==> src/rtl/wosc_pkg.sv <==
package wosc_pkg;

   // register select codes, decoded by the write port
   typedef enum logic [2:0] {
      SEL_FREQ_LO = 3'd0,
      SEL_FREQ_HI = 3'd1,
      SEL_THR_LO  = 3'd2,
      SEL_THR_HI  = 3'd3,
      SEL_CTRL    = 3'd4
   } reg_sel_e;

   // control byte, bits 7 down to 1 (bit 0 is not stored)
   typedef struct packed {
      logic use_noise;
      logic use_pulse;
      logic use_saw;
      logic use_tri;
      logic test;
      logic ring;
      logic sync_en;
   } ctrl_t;

endpackage

==> src/rtl/wosc_regs.sv <==
module wosc_regs
   import wosc_pkg::*;
#(
   parameter int FREQ_W = 16,
   parameter int THR_W  = 12
) (
   input  logic              clk,
   input  logic              rst,
   input  logic              wr_en,
   input  logic [2:0]        wr_addr,
   input  logic [7:0]        wr_data,
   output logic [FREQ_W-1:0] freq,
   output logic [THR_W-1:0]  thr,
   output ctrl_t             ctrl
);
   localparam int FREQ_HI_W = FREQ_W - 8;
   localparam int THR_HI_W  = THR_W - 8;

   initial begin : p_param_chk
      assert (FREQ_W > 8 && FREQ_W <= 16)
         else $fatal(1, "wosc_regs: FREQ_W must be 9..16");
      assert (THR_W > 8 && THR_W <= 16)
         else $fatal(1, "wosc_regs: THR_W must be 9..16");
   end

   always_ff @(posedge clk) begin
      if (rst) begin
         freq <= '0;
         thr  <= '0;
         ctrl <= '0;
      end else if (wr_en) begin
         case (wr_addr)
            SEL_FREQ_LO: freq[7:0]        <= wr_data;
            SEL_FREQ_HI: freq[FREQ_W-1:8] <= wr_data[FREQ_HI_W-1:0];
            SEL_THR_LO:  thr[7:0]         <= wr_data;
            SEL_THR_HI:  thr[THR_W-1:8]   <= wr_data[THR_HI_W-1:0];
            SEL_CTRL:    ctrl             <= ctrl_t'(wr_data[7:1]);
            default: ;
         endcase
      end
   end

   // a control write lands at the sampling edge
   a_r3_ctrl_write: assert property (@(posedge clk) disable iff (rst)
      (wr_en && wr_addr == SEL_CTRL) |=> (ctrl == ctrl_t'($past(wr_data[7:1]))));

endmodule

==> src/rtl/wosc_phase.sv <==
module wosc_phase #(
   parameter int ACC_W  = 24,
   parameter int FREQ_W = 16,
   parameter int TOP_W  = 12
) (
   input  logic              clk,
   input  logic              rst,
   input  logic [FREQ_W-1:0] freq,
   input  logic              test,
   input  logic              sync_en,
   input  logic              sync_in,
   output logic [TOP_W-1:0]  acc_top,
   output logic              msb_rise
);
   localparam int PAD_W = ACC_W - FREQ_W;

   initial begin : p_param_chk
      assert (FREQ_W < ACC_W && TOP_W <= ACC_W)
         else $fatal(1, "wosc_phase: widths inconsistent");
   end

   logic [ACC_W-1:0] acc_q;
   logic [ACC_W-1:0] acc_sum;
   logic             hard_clear;

   assign acc_sum    = acc_q + {{PAD_W{1'b0}}, freq};
   assign hard_clear = sync_en & sync_in;
   assign acc_top    = acc_q[ACC_W-1 -: TOP_W];

   always_ff @(posedge clk) begin
      if (rst || test) begin
         acc_q    <= '0;
         msb_rise <= 1'b0;
      end else if (hard_clear) begin
         acc_q    <= '0;
         msb_rise <= 1'b0;
      end else begin
         acc_q    <= acc_sum;
         msb_rise <= acc_sum[ACC_W-1] & ~acc_q[ACC_W-1];
      end
   end

   // free-running step
   a_r1_step: assert property (@(posedge clk) disable iff (rst)
      (!test && !(sync_en && sync_in)) |=>
      (acc_q == $past(acc_q) + {{PAD_W{1'b0}}, $past(freq)}));

   // test bit pins the phase at zero
   a_r2_test_zero: assert property (@(posedge clk) disable iff (rst)
      test |=> (acc_q == '0));

   // the strobe lasts one cycle and coincides with a set MSB
   a_r8_one_cycle: assert property (@(posedge clk) disable iff (rst)
      msb_rise |=> !msb_rise);
   a_r8_msb_high: assert property (@(posedge clk) disable iff (rst)
      msb_rise |-> acc_q[ACC_W-1]);

   // enabled sync clears the phase
   a_r9_sync_clear: assert property (@(posedge clk) disable iff (rst)
      (sync_en && sync_in) |=> (acc_q == '0));

endmodule

==> src/rtl/wosc_shaper.sv <==
module wosc_shaper #(
   parameter int OUT_W       = 12,
   parameter int HOLD_CYCLES = 64,
   parameter bit PULSE_DELAY = 1'b1
) (
   input  logic             clk,
   input  logic             rst,
   input  logic [OUT_W-1:0] acc_top,
   input  logic             fold_flip,
   input  logic [OUT_W-1:0] thr,
   input  logic             test,
   input  logic             use_tri,
   input  logic             use_saw,
   input  logic             use_pulse,
   input  logic             use_noise,
   input  logic [OUT_W-1:0] noise,
   output logic [OUT_W-1:0] wave
);
   localparam int LOW_W = OUT_W - 1;
   localparam int TTL_W = $clog2(HOLD_CYCLES + 1);

   initial begin : p_param_chk
      assert (OUT_W >= 8) else $fatal(1, "wosc_shaper: OUT_W too small");
      assert (HOLD_CYCLES >= 1) else $fatal(1, "wosc_shaper: HOLD_CYCLES must be >= 1");
   end

   // triangle: fold the lower bits on the (possibly ring-flipped) MSB
   logic             fold;
   logic [OUT_W-1:0] tri_w;
   assign fold  = acc_top[OUT_W-1] ^ fold_flip;
   assign tri_w = {acc_top[LOW_W-1:0] ^ {LOW_W{fold}}, 1'b0};

   // pulse: compare, optionally one stage late
   logic pulse_hi;
   logic cmp_now;
   assign cmp_now = test | (acc_top >= thr);

   generate
      if (PULSE_DELAY) begin : g_pulse_reg
         logic pulse_q;
         always_ff @(posedge clk) begin
            if (rst) pulse_q <= 1'b0;
            else     pulse_q <= cmp_now;
         end
         assign pulse_hi = pulse_q;

         // test forces the pulse level high on the following cycle
         a_r7_test_pulse: assert property (@(posedge clk) disable iff (rst)
            test |=> pulse_hi);
         // the level reflects the previous cycle's compare
         a_r6_lag: assert property (@(posedge clk) disable iff (rst)
            (!test && acc_top < thr) |=> !pulse_hi);
      end else begin : g_pulse_comb
         assign pulse_hi = cmp_now;
      end
   endgenerate

   // merge of the selected shapers
   logic [OUT_W-1:0] merged;
   logic             any_sel;
   assign any_sel = use_tri | use_saw | use_pulse | use_noise;

   always_comb begin
      merged = '1;
      if (use_tri)   merged = merged & tri_w;
      if (use_saw)   merged = merged & acc_top;
      if (use_pulse) merged = merged & {OUT_W{pulse_hi}};
      if (use_noise) merged = merged & noise;
   end

   // hold of the last sample when nothing is selected
   logic [OUT_W-1:0] held_q;
   logic [TTL_W-1:0] ttl_q;

   always_ff @(posedge clk) begin
      if (rst) begin
         held_q <= '0;
         ttl_q  <= '0;
      end else if (any_sel) begin
         held_q <= merged;
         ttl_q  <= TTL_W'(HOLD_CYCLES);
      end else if (ttl_q != '0) begin
         ttl_q <= ttl_q - 1'b1;
         if (ttl_q == TTL_W'(1)) held_q <= '0;
      end
   end

   assign wave = any_sel ? merged : held_q;

   // held value stays while time remains, clears when it expires
   a_r10_keep: assert property (@(posedge clk) disable iff (rst)
      (!any_sel && ttl_q > TTL_W'(1)) |=> (held_q == $past(held_q)));
   a_r10_expire: assert property (@(posedge clk) disable iff (rst)
      (!any_sel && ttl_q == TTL_W'(1)) |=> (held_q == '0));

endmodule

==> src/rtl/wave_osc.sv <==
module wave_osc
   import wosc_pkg::*;
#(
   parameter int ACC_W       = 24,
   parameter int FREQ_W      = 16,
   parameter int OUT_W       = 12,
   parameter int HOLD_CYCLES = 64,
   parameter bit PULSE_DELAY = 1'b1
) (
   input  logic             clk,
   input  logic             rst,
   input  logic             wr_en,
   input  logic [2:0]       wr_addr,
   input  logic [7:0]       wr_data,
   input  logic [11:0]      noise_in,
   input  logic             ring_msb_in,
   input  logic             sync_in,
   output logic [11:0]      wave_out,
   output logic [7:0]       wave_rd,
   output logic             acc_msb_out,
   output logic             msb_rise_out
);
   localparam int RD_W = 8;

   initial begin : p_param_chk
      assert (OUT_W == 12) else $fatal(1, "wave_osc: port width assumes OUT_W == 12");
   end

   logic [FREQ_W-1:0] freq;
   logic [OUT_W-1:0]  thr;
   ctrl_t             ctrl;
   logic [OUT_W-1:0]  acc_top;
   logic [OUT_W-1:0]  sample;

   wosc_regs #(.FREQ_W(FREQ_W), .THR_W(OUT_W)) u_regs (
      .clk     (clk),
      .rst     (rst),
      .wr_en   (wr_en),
      .wr_addr (wr_addr),
      .wr_data (wr_data),
      .freq    (freq),
      .thr     (thr),
      .ctrl    (ctrl)
   );

   wosc_phase #(.ACC_W(ACC_W), .FREQ_W(FREQ_W), .TOP_W(OUT_W)) u_phase (
      .clk      (clk),
      .rst      (rst),
      .freq     (freq),
      .test     (ctrl.test),
      .sync_en  (ctrl.sync_en),
      .sync_in  (sync_in),
      .acc_top  (acc_top),
      .msb_rise (msb_rise_out)
   );

   wosc_shaper #(
      .OUT_W       (OUT_W),
      .HOLD_CYCLES (HOLD_CYCLES),
      .PULSE_DELAY (PULSE_DELAY)
   ) u_shaper (
      .clk       (clk),
      .rst       (rst),
      .acc_top   (acc_top),
      .fold_flip (ctrl.ring & ring_msb_in),
      .thr       (thr),
      .test      (ctrl.test),
      .use_tri   (ctrl.use_tri),
      .use_saw   (ctrl.use_saw),
      .use_pulse (ctrl.use_pulse),
      .use_noise (ctrl.use_noise),
      .noise     (noise_in),
      .wave      (sample)
   );

   assign wave_out    = sample;
   assign wave_rd     = sample[OUT_W-1 -: RD_W];
   assign acc_msb_out = acc_top[OUT_W-1];

   // the cycle after reset shows a quiet output
   a_r12_reset_quiet: assert property (@(posedge clk)
      rst |=> (wave_out == '0 && !msb_rise_out));

endmodule

==> config.mk <==
export PLATFORM = sky130hd
export DESIGN_NAME = wave_osc
export DESIGN_NICKNAME = d
export VERILOG_FILES = /design/src/rtl/wosc_pkg.sv /design/src/rtl/wosc_regs.sv /design/src/rtl/wosc_phase.sv /design/src/rtl/wosc_shaper.sv /design/src/rtl/wave_osc.sv
export SDC_FILE = /design/constraint.sdc
export NUM_CORES = 1
export LEC_CHECK = 0
export BUFFER_PORTS_ARGS = -buffer_cell sky130_fd_sc_hd__buf_4
export CORE_MARGIN = 2
export CORE_UTILIZATION = 43
export CTS_CLUSTER_SIZE = 25
export DETAILED_ROUTE_END_ITERATION = 10
export GPL_TIMING_DRIVEN = 0
export PLACE_DENSITY_LB_ADDON = 0.15
export SYNTH_ARGS = -nofsm -noshare
export SYNTH_HDL_FRONTEND = slang
export SYNTH_SLANG_ARGS = --single-unit
==> constraint.sdc <==
create_clock -name clk -period 2.45 [get_ports clk]
set_input_delay 0.6125 -clock clk [delete_from_list [all_inputs] [get_ports clk]]
set_output_delay 0.6125 -clock clk [all_outputs]
set_load 0.02 [all_outputs]
==> results of run 1 <==
-- per-stage QoR --
step           setup slack (ns)  cell area, sq um  total power, mW   TNS, ns
6_report                -0.0199              5620             3.35   -0.0325
5_1_grt                 -0.0968              5620             3.55    -0.786
4_1_cts                -0.00260              5470             3.35  -0.00265
3_5_place_dp             -0.220              4990             2.36     -2.34
3_3_place_gp             -0.213              4990             2.33     -2.14
2_1_floorplan            0.0483              4460             2.11         0
-- worst paths after layout --
| check | to | depth (start not counted) |
|---|---|---|
| min reg2reg | u_regs.thr[6] | 2 |
| max | wave_rd[6] | 8 |
| min | u_regs.thr[6] | 2 |
| max reg2reg | u_shaper.held_q[4] | 15 |
-- timing repair --
item                                    4_1_cts  5_1_grt
endpoints found under the setup margin       20       24
pin swaps                                    10       10
cloned                                        2        0
resized for setup                            50       26
buffers inserted                             17        5
-- sequential cells by signal (all words and copies together) (netlist names) --
register                      count
u_phase.acc_q                    24
u_phase.msb_rise                  1
u_regs.ctrl                       7
u_regs.freq                      16
u_regs.thr                       12
u_shaper.g_pulse_reg.pulse_q      1
u_shaper.held_q                  12
u_shaper.ttl_q                    7
-- worst min-delay path, cell delays in order (launching register included) --
cell and delay, ns:
dfxtp_1 0.32, nand2_1 0.05, a21oi_1 0.05
-- cell usage in the layout (no fill, tap or decap), types with 10 or more instances in the layout --
cell / instances
nor3_1: 11
buf_6: 17
buf_4: 61
clkbuf_1: 14
ha_1: 31
nand3_1: 12
mux2i_1: 12
clkbuf_8: 10
xnor2_1: 10
dfxtp_1: 74
inv_1: 22
nand2_1: 67
nor2_1: 57
a21oi_1: 41
a21oi_2: 12
a21o_1: 24
a31oi_1: 15
-- kinds of logic (layout without fill, tap and decap cells) --
family,after synthesis,count (layout)
and+or+nand+nor,184,184
muxes,12,12
xor gates and xnor gates,28,28
DFF,80,80
AOI/OAI and AO/OA,142,142
buffers and inverters,55,138
adders and majority gates,33,33
-- cell usage after synthesis, types with 2 or more instances --
library cell and number:
or2_2 2, o22ai_1 2, nor3_1 11, nand4_1 4
a31o_2 2, a211oi_1 2, nor4_1 4, dfxtp_1 80
o221ai_1 12, o21a_1 4, nor2_1 57, and2_1 4
xnor2_1 13, inv_1 23, a221oi_1 4, a31oi_1 16
clkbuf_1 19, xor2_1 15, and3_1 8, a21o_1 25
ha_1 32, nor2b_1 2, buf_4 8, buf_2 4
mux2i_1 12, a21boi_0 2, o21ai_0 6, nand3_1 12
a21oi_1 53, nand2_1 68, or3_1 3
-- metal layers --
layer  vias to the layer above  routed length, microns  track usage [%]
met5                         -                       0                0
met1                      1911                    5310             26.3
met4                         0                     402             10.5
met2                        93                    5540             36.7
li1                       2033                       -                -
met3                        27                     512             4.45
-- final cells by class --
| type | instances | area (sq um) |
|---|---|---|
| multi-input combinational | 399 | 2810 |
| timing repair buffer | 71 | 582 |
| clock inverter | 6 | 51.3 |
| fill | 947 | 4570 |
| buffer | 28 | 156 |
| clock buffer | 10 | 138 |
| inverter | 23 | 86.3 |
| tap | 136 | 170 |
| sequential | 80 | 1620 |
-- power by group --
group	switching, mW	leakage, nW	internal, mW
Combinational	0.502	1.68	0.417
Sequential	0.0837	0.655	1.40
Clock	0.542	0.0875	0.410
Total	1.13	2.42	2.23
==> impl_metrics.toml, run 1 <==
[status]
status = "complete, but fails checks"
violations = "setup timing"

[worst_setup_path]
crit_type = "reg2out"
cp_max_fo = 5
path_cells = "nor4_4 > a21oi_2 > buf_6 > o221ai_1 > a21oi_2 > a21o_1 > buf_6 > buf_6"
slowest_delay_ns = 0.37
crit_buf_inv = 3
slowest_stage = "dfxtp_4"
critPathTopFamily = "compound AO/OA/AOI/OAI gates"
crit_top_cell = "buf_6"
cp-end-kind = "primary output"
reg2reg_from = "u_regs.ctrl[6]"
arrival_ns = 1.86
worstPathRequired_ns = 1.84
rrSetupSlack_ns = 0.13
startpoint = "u_regs.ctrl[6]"
start_kind = "register"

[floorplan]
start_util_pct = 43.8
rows = 37
die_height_microns = 106
core_region_area_sq_um = 10200
die-area_sq_um = 11200
pin_count = 50
die_x_microns = 106

[yosys]
synth_fa_ha_area_share_pct = 9.42
synth_nets = 595
ys.flop_type = "dfxtp_1"
yosys.area.top_type_share_pct = 35.9
synth-xor-area-share_pct = 5.50
synth_top_family_by_area = "compound AO/OA/AOI/OAI gates"
ys_ff_latch = 80
yosys.cell_types.count = 56
synth.area.mux_share_pct = 2.69
synth_enable_flop_cells = 0
yosys.area_share.simple_pct = 18.8
ys_async_sr_fraction_pct = 0
syn_area_sq_um = 4460
synth_compound_area_share_pct = 22.3
yosysSeqAreaShare_pct = 35.9
yosysWarnings = 0
yosys.area.top_type = "dfxtp_1"
synthTopCellsByArea = "dfxtp_1 36%, ha_1 9.0%, a21oi_1 5.9%, nand2_1 5.7%, nor2_1 4.8%"
netlist_instances = 534
syn_area_per_cell_sq_um = 8.36

[timing]
fmax_mhz = 405
tightest_slew_ns = 0.739
finalHoldViolCount = 0
final_max_slew_viol_count = 0
rsz0062_at_grt = "true"
fin_crit_ns = 2.47
setup_slack_ns = -0.0199
timing.final.crit_share_pct = 101
fin_skew_ns = 0.0129
slew_headroom_pct = 50.7
whs_ns = 0.466
setup_viol = 3

[cts]
tritoncts.num_buffers = 9
cts_tree = "built"
clkLatencyLatePin_ns = 0.36
clk_pin_slew_ns = 0.09
htree_levels = 3
clockBufferDepth = 2
clockRootBuffer = "clkbuf_8"
postCtsHoldBufs = 0
cts.sinks = 80

[routing]
drt_iter0_drc = 181
drc_errors = 0
wl_per_cell_microns = 15.6
first_pass_iters = 4
ant_nets = 0
wirelength_microns = 11800
routed_via_density = 5.40
routed-via-count = 4064

[placed_design]
dp_hpwl_microns = 8610
port_buffers = 48
dp.cells = 718
place_congestion = 0.836

[layout]
diodes = 0
syn_to_final_growth_pct = 25.9
utilization_pct = 55.2
layout.nets = 673
layout-drive-gt1-share_pct = 24.8
instances_no_fill = 753

[power_and_ir_drop]
worst_ir_drop_vdd_mv = 0.330
power_density_nw_per_um2 = 597
p_leak_nw = 2.42

[global_route]
grt_overflow = 0
grt.total_usage_pct = 21.7
grt_pass1_vias = 3993
antenna_found_initial = 0
grt_pass1_wl_microns = 19200
grt_max_degree = 16

[run]
max_cap_viol_count = 0

[worst_hold_path]
min_from = "u_regs.thr[6]"
min_path_type = "reg2reg"
(Power assumes the default switching activity.)
==> run 2, diff against run 1 <==
--- a/config.mk
+++ b/config.mk
@@ -5,13 +5,15 @@
 export SDC_FILE = /design/constraint.sdc
 export NUM_CORES = 1
 export LEC_CHECK = 0
-export BUFFER_PORTS_ARGS = -buffer_cell sky130_fd_sc_hd__buf_4
+export ABC_AREA = 1
 export CORE_MARGIN = 2
 export CORE_UTILIZATION = 43
 export CTS_CLUSTER_SIZE = 25
 export DETAILED_ROUTE_END_ITERATION = 10
+export DONT_BUFFER_PORTS = 1
 export GPL_TIMING_DRIVEN = 0
 export PLACE_DENSITY_LB_ADDON = 0.15
+export SETUP_SLACK_MARGIN = 0.05
 export SYNTH_ARGS = -nofsm -noshare
 export SYNTH_HDL_FRONTEND = slang
 export SYNTH_SLANG_ARGS = --single-unit
==> impl_metrics.toml, run 2 <==
[status]
status = "finished clean"

[yosys]
yosysWarnings = 0
ys_ff_latch = 80
synth_enable_flop_cells = 0
synth_nets = 786
ys_async_sr_fraction_pct = 0
syn_area_per_cell_sq_um = 6.72
ys.flop_type = "dfxtp_1"
synthTopCellsByArea = "dfxtp_1 33%, nand2_1 14%, ha_1 8.2%, nor2_1 7.7%, inv_1 6.8%"
synth_common_cells = "177 x nand2_1, 100 x nor2_1, 88 x inv_1"
syn_area_sq_um = 4870
synth_most_common_cell = "nand2_1"
yosys.area.top_type_share_pct = 32.9
yosysSeqAreaShare_pct = 32.9
yosys.cell_types.count = 42
yosys.area.top_type = "dfxtp_1"
netlist_instances = 725

[power_and_ir_drop]
worst_ir_drop_vdd_mv = 0.468
p_leak_nw = 2.55
p_total_mw = 3.69
power_density_nw_per_um2 = 668

[routing]
routed_via_density = 5.03
drc_errors = 0
wl_per_cell_microns = 13.9
topRoutingLayerUsed = "met4"
wirelength_microns = 12300
routed-via-count = 4453
drt_iter0_drc = 264
first_pass_iters = 5
met3_length_microns = 496
drt-met1-wl_microns = 5590
ant_nets = 0
met2_length_microns = 6070

[timing]
tightest_slew_ns = 0.440
timing.final.crit_share_pct = 96.0
fmax_mhz = 425
fin_skew_ns = 0.00523
finalHoldViolCount = 0
rsz0062_at_grt = "true"
whs_ns = 0.411
final_max_slew_viol_count = 0
slew_headroom_pct = 70.6
setup_viol = 0
fin_crit_ns = 2.35
finalSetupTns_ns = 0

[layout]
layout.nets = 801
largest_reg_flops = 24
syn_to_final_growth_pct = 13.4
diodes = 0
final_common_cell = "nand2_1"
fillers = 1082
layout-drive-gt1-share_pct = 12.3
largest-register = "u_phase.acc_q"
top_regs = "u_phase.acc_q (24), u_regs.freq (16)"
final_cell_mix = "168 x nand2_1, 100 x nor2_1, 86 x inv_1"

[worst_setup_path]
crit_type = "reg2out"
cp_max_fo = 5
worstPathRequired_ns = 1.84
r2r_cells = 8
cp-end-kind = "primary output"
startpoint = "u_phase.acc_q[23]"
arrival_ns = 1.74
start_kind = "register"
reg2reg_from = "u_phase.acc_q[14]"

[global_route]
grt_overflow = 0
grt_max_degree = 14
grt_pass1_vias = 4222
antenna_found_initial = 0
grt_pass1_wl_microns = 20600
grt.total_usage_pct = 20.6

[floorplan]
core_region_area_sq_um = 10900
die_x_microns = 110
die-area_sq_um = 12200
start_util_pct = 44.6
pin_count = 50
die_height_microns = 110
rows = 38

[worst_hold_path]
hold-path-cell-count = 2
min_path_type = "in2reg"
min_from = "wr_data[3]"

[cts]
tritoncts.num_buffers = 9
clkLatencyLatePin_ns = 0.34
cts.sinks = 80
htree_levels = 3
clk_pin_slew_ns = 0.06
clockRootBuffer = "clkbuf_16"
cts_tree = "built"
clockBufferDepth = 2

[run]
max_cap_viol_count = 0

[placed_design]
place_congestion = 0.849
dp_hpwl_microns = 9690
port_buffers = 0
-- run 2: layout make-up --
cell class                 instances  area (sq um)  share of cell area, %
multi-input combinational        530          2840                   51.4
sequential                        80          1610                   29.1
inverter                          93           354                   6.40
clock buffer                      12           256                   4.64
buffer                            23           186                   3.37
tap                              140           175                   3.17
clock inverter                     4          76.3                   1.38
timing repair buffer               3          26.3                  0.475
-- run 2: worst max-delay path: stages, from the launching register on --
cell      delay, ns
dfxtp_4        0.44
nand3_4        0.13
nand2_4        0.12
buf_6          0.12
nand2_1        0.04
nand3_1        0.10
nand3b_1       0.13
nand2_2        0.18
buf_6          0.14
-- run 2: worst paths after layout --
kind                            slack, ns                 end
worst max-delay path                  0.1          wave_rd[5]
worst min-delay path                 0.41     u_regs.freq[11]
worst max register to register       0.43   u_phase.acc_q[23]
worst min register to register       0.46  u_shaper.held_q[5]
-- run 2: timing repair --
item                       4_1_cts  5_1_grt
setup buffers                    1        1
hold buffers                     0        0
resized for setup               16       22
pin swaps                        7       21
cloned                           0        2
setup endpoints to repair       19        8
-- run 2: cells by family (layout without fill, tap and decap cells) --
| family | Yosys count | in the layout | share of synthesized area, % |
|---|---|---|---|
| AO/OA/AOI/OAI | 122 | 122 | 13.7 |
| XOR/XNOR | 4 | 4 | 0.719 |
| adder cells (fa/ha/maj) | 33 | 33 | 8.62 |
| buffers and inverters | 116 | 135 | 10.2 |
| flip-flops | 80 | 80 | 32.9 |
| AND/OR/NAND/NOR | 370 | 371 | 33.9 |
-- run 2: report_power, final --
group          internal, mW  switching, mW  leakage (nW)  total (mW)
registers              1.40         0.0571         0.654        1.45
clock network         0.950          0.543         0.159        1.49
logic                 0.282          0.462          1.74       0.744
total                  2.63           1.06          2.55        3.69
-- run 2: stage by stage --
step / instances / setup WS (ns) / utilization (%) / cell area (sq um)
final: 885 / 0.0979 / 50.6 / 5530
after global placement: 865 / 0.118 / 46.2 / 5050
after global routing: 885 / 0.0239 / 50.6 / 5530
after floorplan: 725 / 0.308 / - / 4870
after detailed placement: 865 / 0.111 / 46.2 / 5050
after CTS: 882 / 0.0430 / 49.7 / 5430
-- run 2: per-layer routing --
layer  vias up  track usage (%)
li1       2360                -
met1      1997             25.8
met2        81             36.5
met3        15             3.24
met4         0             6.00
met5         -                0
==> run 3, diff against run 2 <==
--- a/config.mk
+++ b/config.mk
@@ -16,4 +16,5 @@
 export SETUP_SLACK_MARGIN = 0.05
 export SYNTH_ARGS = -nofsm -noshare
 export SYNTH_HDL_FRONTEND = slang
+export SYNTH_HIERARCHICAL = 1
 export SYNTH_SLANG_ARGS = --single-unit
==> impl_metrics.toml, run 3 <==
[timing]
slew_headroom_pct = 69.1
rsz0062_at_grt = "true"
tightest_slew_ns = 0.463
final_max_slew_viol_count = 0
fin_skew_ns = 0.00551
fin_crit_ns = 2.28
timing.final.crit_share_pct = 93.2
finalSetupTns_ns = 0
fmax_mhz = 438
finalHoldViolCount = 0
setup_viol = 0
setup_slack_ns = 0.168

[power_and_ir_drop]
power.internal_mw = 2.38
power_density_nw_per_um2 = 584
worst_ir_drop_vdd_mv = 0.336
pwr-share-seq_pct = 41.7
switching_power_mw = 1.11
p_leak_nw = 2.83
swShare_pct = 31.7
p_comb_share_pct = 22.1
clkPwrFrac_pct = 36.2

[floorplan]
rows = 40
core_region_area_sq_um = 12100
die_x_microns = 116
die-area_sq_um = 13400
die_height_microns = 116
start_util_pct = 44.4
pin_count = 50

[yosys]
syn_area_per_cell_sq_um = 6.29
synth_most_common_cell = "nand2_1"
ys_ff_latch = 80
yosys.area.top_type_share_pct = 29.8
ys_async_sr_fraction_pct = 0
ys.flop_type = "dfxtp_1"
syn_area_sq_um = 5380
yosysSeqAreaShare_pct = 29.8
yosysWarnings = 6
synth_enable_flop_cells = 0
synthTopCellsByArea = "dfxtp_1 30%, nand2_1 16%, nor2_1 9.2%, nand3_1 8.9%, inv_1 7.5%"
synth_common_cells = "235 x nand2_1, 132 x nor2_1, 108 x inv_1"
synth_nets = 916
yosys.cell_types.count = 34
netlist_instances = 856
yosys.area.top_type = "dfxtp_1"

[cts]
tritoncts.num_buffers = 9
cts_tree = "built"
cts.sinks = 80
clockRootBuffer = "clkbuf_16"
clk_pin_slew_ns = 0.06
clockBufferDepth = 2
postCtsHoldBufs = 0
clkLatencyLatePin_ns = 0.34
htree_levels = 3

[worst_setup_path]
arrival_ns = 1.67
worst-path-stages = 10
crit_type = "reg2out"
slowest_stage = "dfxtp_2"
critPathTopFamily = "buffers and inverters"
cp_max_fo = 10
r2r_cells = 10
start_kind = "register"
crit_buf_inv = 4
worstPathRequired_ns = 1.84
cp-end-kind = "primary output"
slowest_delay_ns = 0.33
crit_top_cell = "nand2_2"
path_cells = "buf_6 > inv_1 > nand2_2 > nand2_2 > buf_6 > nand2_1 > nand3_1 > nand2_2 > nand2_4 > buf_4"

[layout]
fillers = 1278
final_common_cell = "nand2_1"
largest_reg_flops = 24
layout-drive-gt1-share_pct = 15.1
instances_no_fill = 1041
diodes = 0
largest-register = "u_phase/acc_q"
top_regs = "u_phase/acc_q (24), u_regs/freq (16)"
syn_to_final_growth_pct = 11.0
final_cell_mix = "218 x nand2_1, 132 x nor2_1, 108 x inv_1"
layout.nets = 928

[routing]
drt_iter0_drc = 261
ant_nets = 0
wirelength_microns = 13300
routed_via_density = 4.86
routed-via-count = 5062
wl_per_cell_microns = 12.8
drc_errors = 0
first_pass_iters = 5

[global_route]
grt.total_usage_pct = 21.0
grt_max_degree = 14
grt_overflow = 0
grt_pass1_vias = 4724
grt_pass1_wl_microns = 21900
antenna_found_initial = 0

[status]
status = "finished clean"

[placed_design]
place_congestion = 0.895
dp_slack_ns = 0.0764
dp.cells = 1024
dp_hpwl_microns = 10700
port_buffers = 0

[run]
max_cap_viol_count = 0

[worst_hold_path]
min_path_type = "in2reg"
hold-path-cell-count = 1
-- run 3: cell types whose count changed after synthesis, sizes merged, moves of 16 or more --
cell / before / now
nand2: 187 / 250
buf: 18 / 34
nand3: 37 / 100
o21ai: 50 / 20
a21oi: 55 / 38
nor2: 111 / 160
inv: 93 / 118
-- run 3: metrics by stage --
stage                     util [%]  hold WS [ns]  instance area, sq um  total power [mW]
after CTS                     49.0         0.319                  5930              3.52
after detailed placement      46.2         0.467                  5590              2.21
after floorplan                  -         0.455                  5380              2.07
final                         49.3         0.334                  5970              3.49
after global placement        46.2         0.464                  5590              2.19
after global routing          49.3         0.316                  5970              3.68
-- run 3: repair_timing --
action                     in CTS  in global routing
gates resized for setup        20                 15
gates cloned                    0                  0
pin swaps                       1                  3
setup endpoints to repair       7                  9
setup buffers                   0                  1
-- run 3: cell families (layout without fill, tap and decap cells) --
family          Yosys count  after routing  synth area share (%)
compound gates           60             60                  5.81
xor+xnor                  3              3                 0.488
fa+ha+maj                32             32                  7.58
buf+inv                 158            175                  13.6
flops                    80             80                  29.8
simple gates            523            523                  42.8
-- run 3: power by group through the flow --
stage	clock [mW]	combinational, mW	sequential [mW]
after CTS	1.31	0.757	1.45
final	1.26	0.770	1.45
after global placement	0	0.709	1.48
after floorplan	0	0.610	1.46
after global routing	1.36	0.863	1.46
after detailed placement	0	0.726	1.48
-- run 3: final cells by class --
class                      count  area, sq um  share of cell area, %
clock buffer                  12          246                   4.13
inverter                     119          449                   7.52
buffer                        39          297                   4.97
multi-input combinational    618         3130                   52.4
tap                          168          210                   3.52
sequential                    80         1610                   26.9
timing repair buffer           1         7.51                  0.126
clock inverter                 4         28.8                  0.482
-- run 3: metal layers --
metal / wire length [microns] / GRT usage (%)
met5: 0 / 0
met4: 262 / 7.14
met3: 561 / 4.60
met2: 6300 / 36.7
met1: 6200 / 25.5
-- run 3: final timing paths --
path	start	endpoint	slack (ns)
setup / recovery	u_phase/acc_q[23]	wave_rd[5]	0.17
hold / removal	rst	u_shaper/held_q[5]	0.33
setup reg to reg	u_regs/freq[6]	u_phase/acc_q[23]	0.49
hold reg to reg	u_shaper/held_q[5]	u_shaper/held_q[5]	0.48
